**src/rtl/crc_barrett_word.sv**
```systemverilog
module crc_barrett_word #(
  parameter int          W    = 32,
  parameter logic [W-1:0] POLY = 32'h814141AB,
  parameter logic [W-1:0] MU1  = 32'hFF7FBFB1
) (
  input  logic         clk,
  input  logic         rst_n,
  input  logic         in_valid,
  output logic         in_ready,
  input  logic [W-1:0] in_data,
  input  logic         in_first,
  input  logic         in_last,
  output logic [W-1:0] crc_out,
  output logic         crc_done
);
  localparam int NB = W / 8;
  localparam int PW = 2 * W - 1;

  logic         busy, last_q;
  logic [W-1:0] rem, q, swapped, mix, mul_a, mul_b, hi_rev, lo;
  logic [PW-1:0] pp  [W];
  logic [PW-1:0] acc [W+1];

  for (genvar k = 0; k < NB; k++) begin : g_swap
    assign swapped[8*k +: 8] = in_data[W-1-8*k -: 8];
  end

  assign mix   = (in_first ? '0 : rem) ^ swapped;
  assign mul_a = busy ? q : mix;
  assign mul_b = busy ? POLY : MU1;

  assign acc[0] = '0;
  for (genvar i = 0; i < W; i++) begin : g_clmul
    assign pp[i]    = mul_b[i] ? ({{(W-1){1'b0}}, mul_a} << i) : '0;
    assign acc[i+1] = acc[i] ^ pp[i];
  end

  assign hi_rev   = acc[W][PW-1 -: W];
  assign lo       = acc[W][W-1:0];
  assign in_ready = ~busy;

  always_ff @(posedge clk or negedge rst_n) begin
    if (!rst_n) begin
      busy     <= 1'b0;
      last_q   <= 1'b0;
      rem      <= '0;
      q        <= '0;
      crc_out  <= '0;
      crc_done <= 1'b0;
    end else begin
      crc_done <= 1'b0;
      if (busy) begin
        rem  <= lo;
        busy <= 1'b0;
        if (last_q) begin
          crc_out  <= lo;
          crc_done <= 1'b1;
        end
      end else if (in_valid) begin
        q      <= hi_rev;
        last_q <= in_last;
        busy   <= 1'b1;
      end
    end
  end
endmodule


```
**config.mk**
```make
export PLATFORM = sky130hd
export DESIGN_NAME = crc_barrett_word
export DESIGN_NICKNAME = d
export VERILOG_FILES = /design/src/rtl/crc_barrett_word.sv
export SDC_FILE = /design/constraint.sdc
export NUM_CORES = 1
export LEC_CHECK = 0
export ABC_CLOCK_PERIOD_IN_PS = 3700
export BUFFER_PORTS_ARGS = -buffer_cell sky130_fd_sc_hd__buf_4
export CAP_MARGIN = 5
export CORE_MARGIN = 5
export CORE_UTILIZATION = 43
export CTS_CLUSTER_DIAMETER = 100
export CTS_CLUSTER_SIZE = 28
export DETAILED_ROUTE_END_ITERATION = 16
export HOLD_SLACK_MARGIN = 0.05
export PLACE_DENSITY_LB_ADDON = 0.1
export SLEW_MARGIN = 20
export SYNTH_ARGS = -nofsm -noshare
export SYNTH_HDL_FRONTEND = slang
export SYNTH_SLANG_ARGS = --single-unit
```
**constraint.sdc**
```tcl
create_clock -name clk -period 3.7 [get_ports clk]
set_input_delay 0.555 -clock clk [delete_from_list [all_inputs] [get_ports clk]]
set_output_delay 0.555 -clock clk [all_outputs]
set_load 0.1 [all_outputs]
```
==> impl_metrics.yaml, run 1 <==
run_status:
  outcome: "completed"
yosys:
  synth_seq_cells: 99
  syn_area_um2: 11090
  yosysWarnings: 0
  synth-simple-area-share: 0.1016
  seq_area_frac_synth: 0.2233
  avgSynthCellArea_um2: 9.086
  synthMuxAreaShare: 0.05143
  ys.flop_type: "dfrtp_1"
  synth-adder-area-share: 0
  synthXorXnorAreaFrac: 0.4888
  syn_inst: 1221
  syn-num-nets: 1258
  async_flop_share: 1.000
  synth_top_family_by_area: "XOR/XNOR gates"
  synth_edf_count: 0
  synth_compound_area_frac: 0.09597
  ys_types: 43
placement:
  gp_congestion: 1.044
  post-dp-hpwl_um: 34330
  port_buffers: 70
  dp.cells: 1628
detailed_routing:
  wl_per_cell_um: 25.61
  wl_um: 42110
  wl_met2_um: 19480
  met3_length_um: 2075
  dr.max_layer_used: "met4"
  drt-initial-drc-count: 711
  ant_nets: 0
  m1WireLength_um: 18750
  viasPerCell: 5.377
  drc: 0
  drt-pass1-iter-count: 5
  routed-via-count: 8840
floorplan:
  rows: 58
  core_area_um2: 25330
  initial_core_util: 0.4380
  io_pins: 71
  die-area_um2: 29110
  fp.dieW_um: 170.6
  die_height_um: 170.6
final_layout:
  antenna_cells: 0
  seq_area_um2: 2481
  multiInputGateArea_um2: 8188
  num-fill-cells: 2488
  instances_no_fill: 1644
  drive_gt1_frac: 0.1865
  nets: 1346
  syn2layout_area_growth_pct: 14.60
sta:
  fmax_ghz: 0.2767
  hold_viol: 0
  worst_slew_pin_slew_ps: 941.7
  setup_viol: 0
  period_needed_ps: 3614
  fin_crit_sh: 0.9769
  rsz0062_at_grt: "false"
  finalMaxSlewViolations: 0
  finClkSkew_ps: 9.981
  max_slew_margin: 0.3722
global_route:
  antenna_found_initial: 0
  grt_max_degree: 67
  grt_first_pass_wirelength_um: 61050
  grt_pass1_vias: 8799
  grt_overflow_total: 0
  grtUsageTotal: 0.2929
worst_setup_path:
  cp_max_fo: 40
  endpoint_kind: "flip-flop"
  critical_path_arrival_ps: 3870
  setup.worst_path.start: "in_first"
  critical_path_class: "in2reg"
  cp-start-kind: "input pin"
  crit-reg2reg-launch: "rem[13]"
  cp.required_ps: 3960
job:
  cap_violations: 0
cts:
  clk_pin_slew_ps: 80
  cts.htree.levels: 3
  clock_path_buffers: 2
  hold_buffers: 0
  clock-sinks: 99
  post_cts_buffers: 0
  cts_root_buffer: "clkbuf_16"
  clkLatencyLatePin_ps: 370
  ctsResizeCount: 0
  tritoncts: "built"
  cts_buffers: 9
hold_path:
  hp-class: "in2async"
final timing paths:
path / end / slack (ps) / depth (start not counted)
max in group asynchronous: crc_out[28] / 2650 / 2
max: rem[29] / 90 / 10
min reg2reg: crc_out[7] / 480 / 2
min: crc_out[3] / 330 / 1
max reg2reg: rem[29] / 200 / 8
min in group clk: last_q / 390 / 3
cell usage in the layout, fill, tap and decap left out, drive strengths merged:
| cell | Yosys | layout |
|---|---|---|
| xnor2 | 346 | 346 |
| buf | 55 | 169 |
| xor2 | 157 | 157 |
| o21ai | 105 | 105 |
| dfrtp | 99 | 99 |
| nand2 | 85 | 85 |
| nor2 | 69 | 69 |
| a21oi | 57 | 57 |
| xnor3 | 39 | 39 |
| mux2 | 31 | 31 |
| nand2b | 20 | 20 |
| or3 | 19 | 19 |
| nor2b | 19 | 19 |
| mux2i | 18 | 18 |
| a21o | 15 | 15 |
| clkbuf | 37 | 10 |
| nand3 | 9 | 9 |
| and2 | 6 | 6 |
| inv | 5 | 6 |
| a21boi | 5 | 5 |
| or3b | 5 | 5 |
| and3 | 3 | 3 |
| o31ai | 3 | 3 |
| o21a | 3 | 3 |
| nor3 | 3 | 3 |
| xor3 | 3 | 3 |
| clkinvlp | 0 | 3 |
| o21bai | 3 | 3 |
| clkinv | 0 | 2 |
| nor3b | 1 | 1 |
| a31oi | 1 | 1 |
worst max-delay path, cell delays in order:
cell      delay (ps)
buf_4            200
buf_12           200
nand2b_1         160
xnor2_1          690
mux2i_4          260
xnor2_1          560
xnor3_1          530
xor2_1           260
xnor2_1          140
mux2_2           280
stage by stage:
stage / util / area [um^2] / setup slack (ps) / TNS (ps) / hold WS [ps]
finish: 0.5020 / 12710 / 85.57 / 0 / 333.6
global route: 0.5020 / 12710 / 61.70 / 0 / 403.6
CTS: 0.5020 / 12710 / 154.5 / 0 / 369.6
detailed placement: 0.4914 / 12440 / -218.4 / -591.1 / 471.5
global placement: 0.4914 / 12440 / -183.5 / -645.5 / 462.9
floorplan: - / 11090 / 423.4 / 0 / 259.4
cells in the mapped netlist, types with 2 or more instances:
cell | instances | area share
xnor2_1 | 338 | 0.27
xor2_1 | 156 | 0.12
dfrtp_1 | 99 | 0.22
o21ai_0 | 96 | 0.043
nand2_1 | 85 | 0.029
nor2_1 | 68 | 0.023
a21oi_1 | 54 | 0.024
buf_2 | 39 | 0.018
xnor3_1 | 39 | 0.079
clkbuf_1 | 37 | 0.013
mux2_2 | 31 | 0.031
nand2b_1 | 20 | 0.011
or3_1 | 19 | 0.011
nor2b_1 | 17 | 0.0096
a21o_1 | 15 | 0.010
mux2i_1 | 14 | 0.013
buf_1 | 11 | 0.0037
nand3_1 | 9 | 0.0041
xnor2_2 | 8 | 0.012
a21boi_0 | 5 | 0.0034
and2_1 | 5 | 0.0028
buf_4 | 5 | 0.0034
inv_1 | 5 | 0.0017
o21ai_1 | 5 | 0.0023
o21ai_2 | 4 | 0.0032
a21oi_2 | 3 | 0.0024
and3_1 | 3 | 0.0017
mux2i_4 | 3 | 0.0061
nor3_1 | 3 | 0.0014
o21a_1 | 3 | 0.0020
o31ai_1 | 3 | 0.0020
or3b_1 | 3 | 0.0024
xor3_1 | 3 | 0.0064
nor2b_2 | 2 | 0.0016
o21bai_1 | 2 | 0.0014
or3b_2 | 2 | 0.0016
area by class of cell:
cell class | instances | share of cell area
sequential | 99 | 0.1951
tap | 330 | 0.03247
timing repair buffer | 169 | 0.1057
clock buffer | 10 | 0.01801
inverter | 5 | 0.001476
multi-input combinational | 1025 | 0.6440
clock inverter | 6 | 0.003247
kinds of logic (layout without fill, tap and decap cells):
logic type | Yosys count | count (layout)
flip-flops | 99 | 99
multiplexers | 49 | 49
AND/OR/NAND/NOR | 239 | 239
AO/OA/AOI/OAI | 192 | 192
buffers and inverters | 97 | 190
XOR/XNOR | 545 | 545
registers in the layout (all words and copies together) (netlist names):
signal and count:
last_q 1, busy 1, rem 32, q 32, crc_done 1, crc_out 32
layer usage:
| metal | track usage | vias to the layer above |
|---|---|---|
| met1 | 0.4066 | 4377 |
| met5 | 0 | - |
| met3 | 0.03189 | 68 |
| met2 | 0.4670 | 280 |
| met4 | 0.1208 | 0 |
| li1 | - | 4115 |
Power of run 1 is not shown: default switching activity piles up to over one toggle a cycle in this logic, so the estimate is an artifact.
==> run 2: changes to the inputs <==
--- a/config.mk
+++ b/config.mk
@@ -12,3 +12,2 @@
 export CORE_UTILIZATION = 43
-export CTS_CLUSTER_DIAMETER = 100
 export CTS_CLUSTER_SIZE = 28
==> constraint.sdc (replaced) <==
create_clock -name clk -period 3.7 [get_ports clk]
set_input_delay 0 -clock clk [delete_from_list [all_inputs] [get_ports clk]]
set_output_delay 0 -clock clk [all_outputs]
set_load 0.1 [all_outputs]
==> impl_metrics.yaml, run 2 (synthesis gave the netlist of run 1 again) <==
worst_setup_path:
  crit_chain: "xor2_1 -> a21oi_1 -> or3b_1 -> xor2_2 -> xor3_1 -> xnor3_1 -> xnor2_1 -> mux2_2"
  crit_family: "XOR/XNOR gates"
  critical_path_class: "reg2reg"
  cp_max_fo: 6
  cp.required_ps: 3960
  critPathSlowestCell: "or3b_1"
  endpoint_kind: "flip-flop"
  path_buf_inv: 0
  cp_slowest_stage_delay_ps: 680
  cp-start-kind: "flip-flop"
  critical_path_arrival_ps: 3530
cts:
  tritoncts: "built"
  cts_root_buffer: "clkbuf_16"
  ctsResizeCount: 0
  cts_buffers: 9
  hold_buffers: 3
  clkLatencyLatePin_ps: 370
  clock_path_buffers: 2
  cts.htree.levels: 3
  clk_pin_slew_ps: 80
  clock-sinks: 99
  post_cts_buffers: 0
final_layout:
  num-fill-cells: 2443
  antenna_cells: 0
  nets: 1314
  final_common_cell: "xnor2_1"
  syn2layout_area_growth_pct: 12.36
  layout_common_cells: "xnor2_1 (338), xor2_1 (156), buf_4 (131), dfrtp_1 (98), o21ai_0 (96)"
  multiInputGateArea_um2: 8188
  seq_area_um2: 2481
  drive_gt1_frac: 0.1632
  reg_top3: "crc_out (32), q (32), rem (32)"
floorplan:
  fp.dieW_um: 170.6
  io_pins: 71
  die_height_um: 170.6
  die-area_um2: 29110
  rows: 58
  initial_core_util: 0.4380
  core_area_um2: 25330
sta:
  setup_viol: 0
  finClkSkew_ps: 17.26
  finalMaxSlewViolations: 0
  hold_viol: 0
  period_needed_ps: 3270
  worst_slew_pin_slew_ps: 843.8
  fmax_ghz: 0.3058
  max_slew_margin: 0.4337
  rsz0062_at_grt: "false"
  tns_ps: 0
  fin_crit_sh: 0.8838
placement:
  gp_congestion: 0.9956
  post-dp-hpwl_um: 33470
  port_buffers: 70
global_route:
  antenna_found_initial: 0
  grtUsageTotal: 0.2870
  grt_pass1_vias: 8512
  grt_max_degree: 60
  grt_first_pass_wirelength_um: 60280
  grt_overflow_total: 0
detailed_routing:
  drt-pass1-iter-count: 6
  drt-initial-drc-count: 843
  wl_per_cell_um: 25.82
  drc: 0
  routed-via-count: 8729
  ant_nets: 0
  wl_um: 41590
  viasPerCell: 5.418
job:
  cap_violations: 0
run_status:
  outcome: "completed"
hold_path:
  hp-class: "in2async"
run 2: changes by cell type in the layout (fill, tap and decap cells not counted), sizes merged:
| cell | before | now |
|---|---|---|
| buf | 169 | 134 |
| bufinv | 0 | 1 |
| clkinv | 2 | 1 |
| dlygate4sd3 | 0 | 3 |
| clkinvlp | 3 | 2 |
run 2: layer usage:
layer,wire [um],global-route usage,part of all wire
met1,18570,0.4042,0.45
met2,18800,0.4543,0.45
met3,2540,0.03512,0.061
met4,1676,0.1052,0.040
met5,0,0,0
run 2: metrics by stage:
step / worst slack (ps) / instance area [um^2] / hold WS [ps] / cells / util
2_1_floorplan: 423.4 / 11090 / -295.6 / 1221 / -
3_3_place_gp: 320.6 / 12140 / 156.6 / 1593 / 0.4795
3_5_place_dp: 322.3 / 12140 / 155.8 / 1593 / 0.4795
4_1_cts: 456.3 / 12470 / 295.2 / 1611 / 0.4922
5_1_grt: 348.6 / 12470 / 342.6 / 1611 / 0.4922
6_report: 430.0 / 12470 / 260.5 / 1611 / 0.4922
run 2: worst paths after layout:
check / from / end / slack, ps / cells past startpoint
min reg2reg: crc_out[0] / crc_out[0] / 480 / 2
min in group clk: in_data[6] / q[29] / 280 / 5
max in group asynchronous: rst_n / q[19] / 2590 / 3
min: rst_n / crc_out[10] / 260 / 2
max reg2reg: rem[11] / q[7] / 430 / 8
max: rem[11] / q[7] / 430 / 8
run 2: worst reg2reg max path: cells and delay by family, from the launching register on:
kind / cells / cell delay, ps
mux: 1 / 270
flops: 1 / 520
compound gates: 1 / 90
simple gates: 1 / 680
xor+xnor: 5 / 1610
run 2: area by class of cell:
cell class              instances  area share
flip-flops and latches         99      0.1990
clock buffers                  10     0.01837
clock inverters                 5    0.005019
multi-input cells            1025      0.6568
repair buffers                137     0.08612
well taps                     330     0.03312
inverters                       5    0.001506
Power of run 2 is left out for the same reason.
==> run 3: changes to the inputs <==
- SETUP_SLACK_MARGIN: unset -> 0.5
- SLEW_MARGIN: 20 -> 0
==> impl_metrics.yaml, run 3 (synthesis gave the netlist of run 1 again) <==
global_route:
  grt_first_pass_wirelength_um: 57990
  met2_usage: 0.4379
  grt.busiest_layer: "met2"
  grtUsageTotal: 0.2766
  grt_max_degree: 98
  grtUsageMet3: 0.04690
  gr-usage-met1: 0.3800
  antenna_found_initial: 0
  grt_overflow_total: 0
  grt_pass1_vias: 8431
worst_setup_path:
  crit-reg2reg-launch: "busy"
  endpoint: "crc_out[28]"
  r2r_cells: 8
  setup.worst_path.start: "busy"
  r2r-end: "crc_out[28]"
  endpoint_kind: "flip-flop"
  critical_path_class: "reg2reg"
  cp-start-kind: "flip-flop"
  cp.required_ps: 3940
  critical_path_arrival_ps: 3380
  cp_max_fo: 10
  reg2reg_slack_ps: 550
floorplan:
  initial_core_util: 0.4380
  die_height_um: 170.6
  io_pins: 71
  fp.dieW_um: 170.6
  die-area_um2: 29110
  core_area_um2: 25330
  rows: 58
placement:
  port_buffers: 70
  gp_congestion: 0.9946
  post-dp-hpwl_um: 32610
  place_ws_ps: 557.6
  place_area_um2: 12130
final_layout:
  nets: 1311
  num-fill-cells: 2440
  final_cell_area_um2: 12530
  antenna_cells: 0
  reg_top3: "crc_out (32), q (32), rem (32)"
  syn2layout_area_growth_pct: 12.91
  layout_common_cells: "xnor2_1 (335), xor2_1 (155), buf_4 (129), dfrtp_1 (98), o21ai_0 (96)"
  fin_util: 0.4946
  final_common_cell: "xnor2_1"
  drive_gt1_frac: 0.1667
run_status:
  outcome: "completed"
detailed_routing:
  ant_nets: 0
  wl_per_cell_um: 24.93
  wl_um: 40080
  drt-initial-drc-count: 617
  routed-via-count: 8644
  viasPerCell: 5.376
  drc: 0
  drt-pass1-iter-count: 7
sta:
  fmax_ghz: 0.3176
  rsz0062_at_grt: "true"
  tns_ps: 0
  finClkSkew_ps: 10.66
  max_slew_margin: 0.5082
  postLayoutSetupSlackWorst_ps: 551.1
  setup_viol: 0
  hold_viol: 0
  period_needed_ps: 3149
  finalMaxSlewViolations: 0
  fin_crit_sh: 0.8511
  worst_slew_pin_slew_ps: 717.2
hold_path:
  hp-class: "in2reg"
cts:
  tritoncts: "built"
  clk_pin_slew_ps: 70
  clkLatencyLatePin_ps: 360
  cts.htree.levels: 3
  clock_path_buffers: 2
  cts_root_buffer: "clkbuf_16"
  clock-sinks: 99
  post_cts_buffers: 0
  cts_buffers: 9
job:
  cap_violations: 0
[run 3: cell types whose count changed in the layout (fill, tap and decap cells not counted), sizes merged]
cell / change
buf: -2
bufinv: +1
clkinv: -1
dlygate4sd3: -1
[run 3: worst min path at each step]
stage	from	to	slack, ps	cells after the start
CTS	in_valid	q[0]	90	4
detailed placement	rst_n	crc_out[10]	-9	1
finish	in_valid	q[0]	90	4
global placement	rst_n	crc_out[1]	-4	1
global route	in_valid	q[4]	140	4
floorplan	rst_n	busy	-300	0
[run 3: per-layer routing]
metal | routed length, um | share of wire
met1 | 17430 | 0.43
met2 | 18200 | 0.45
met3 | 2830 | 0.071
met4 | 1620 | 0.040
met5 | 0 | 0
[run 3: critical path, cell delays in order (launching register included)]
cell and delay [ps]:
dfrtp_4 510, inv_2 200, buf_4 220, mux2i_1 610, xnor2_1 290, xnor2_1 290, xnor3_1 400, xnor2_1 360
o21ai_0 130
[run 3: timing repair]
| item | CTS | global route |
|---|---|---|
| endpoints found under the hold margin | 33 | 0 |
| setup endpoints to repair | 0 | 14 |
| resized for setup | 0 | 7 |
| hold buffers | 2 | 0 |
[run 3: per-stage QoR]
stage / cells / hold WS [ps]
after global placement: 1591 / -4.216
final: 1608 / 88.39
after detailed placement: 1591 / -8.504
after CTS: 1608 / 91.20
after floorplan: 1221 / -295.6
after global routing: 1608 / 135.7
[run 3: layout make-up]
class	count	area (um^2)	area share
Sequential cell	99	2481	0.1981
Clock buffer	10	239.0	0.01908
Inverter	5	18.77	0.001498
Multi-Input combinational cell	1025	8233	0.6572
Timing Repair Buffer	134	1056	0.08430
Clock inverter	5	86.33	0.006892
Tap cell	330	412.9	0.03296
Power of run 3 is left out for the same reason.
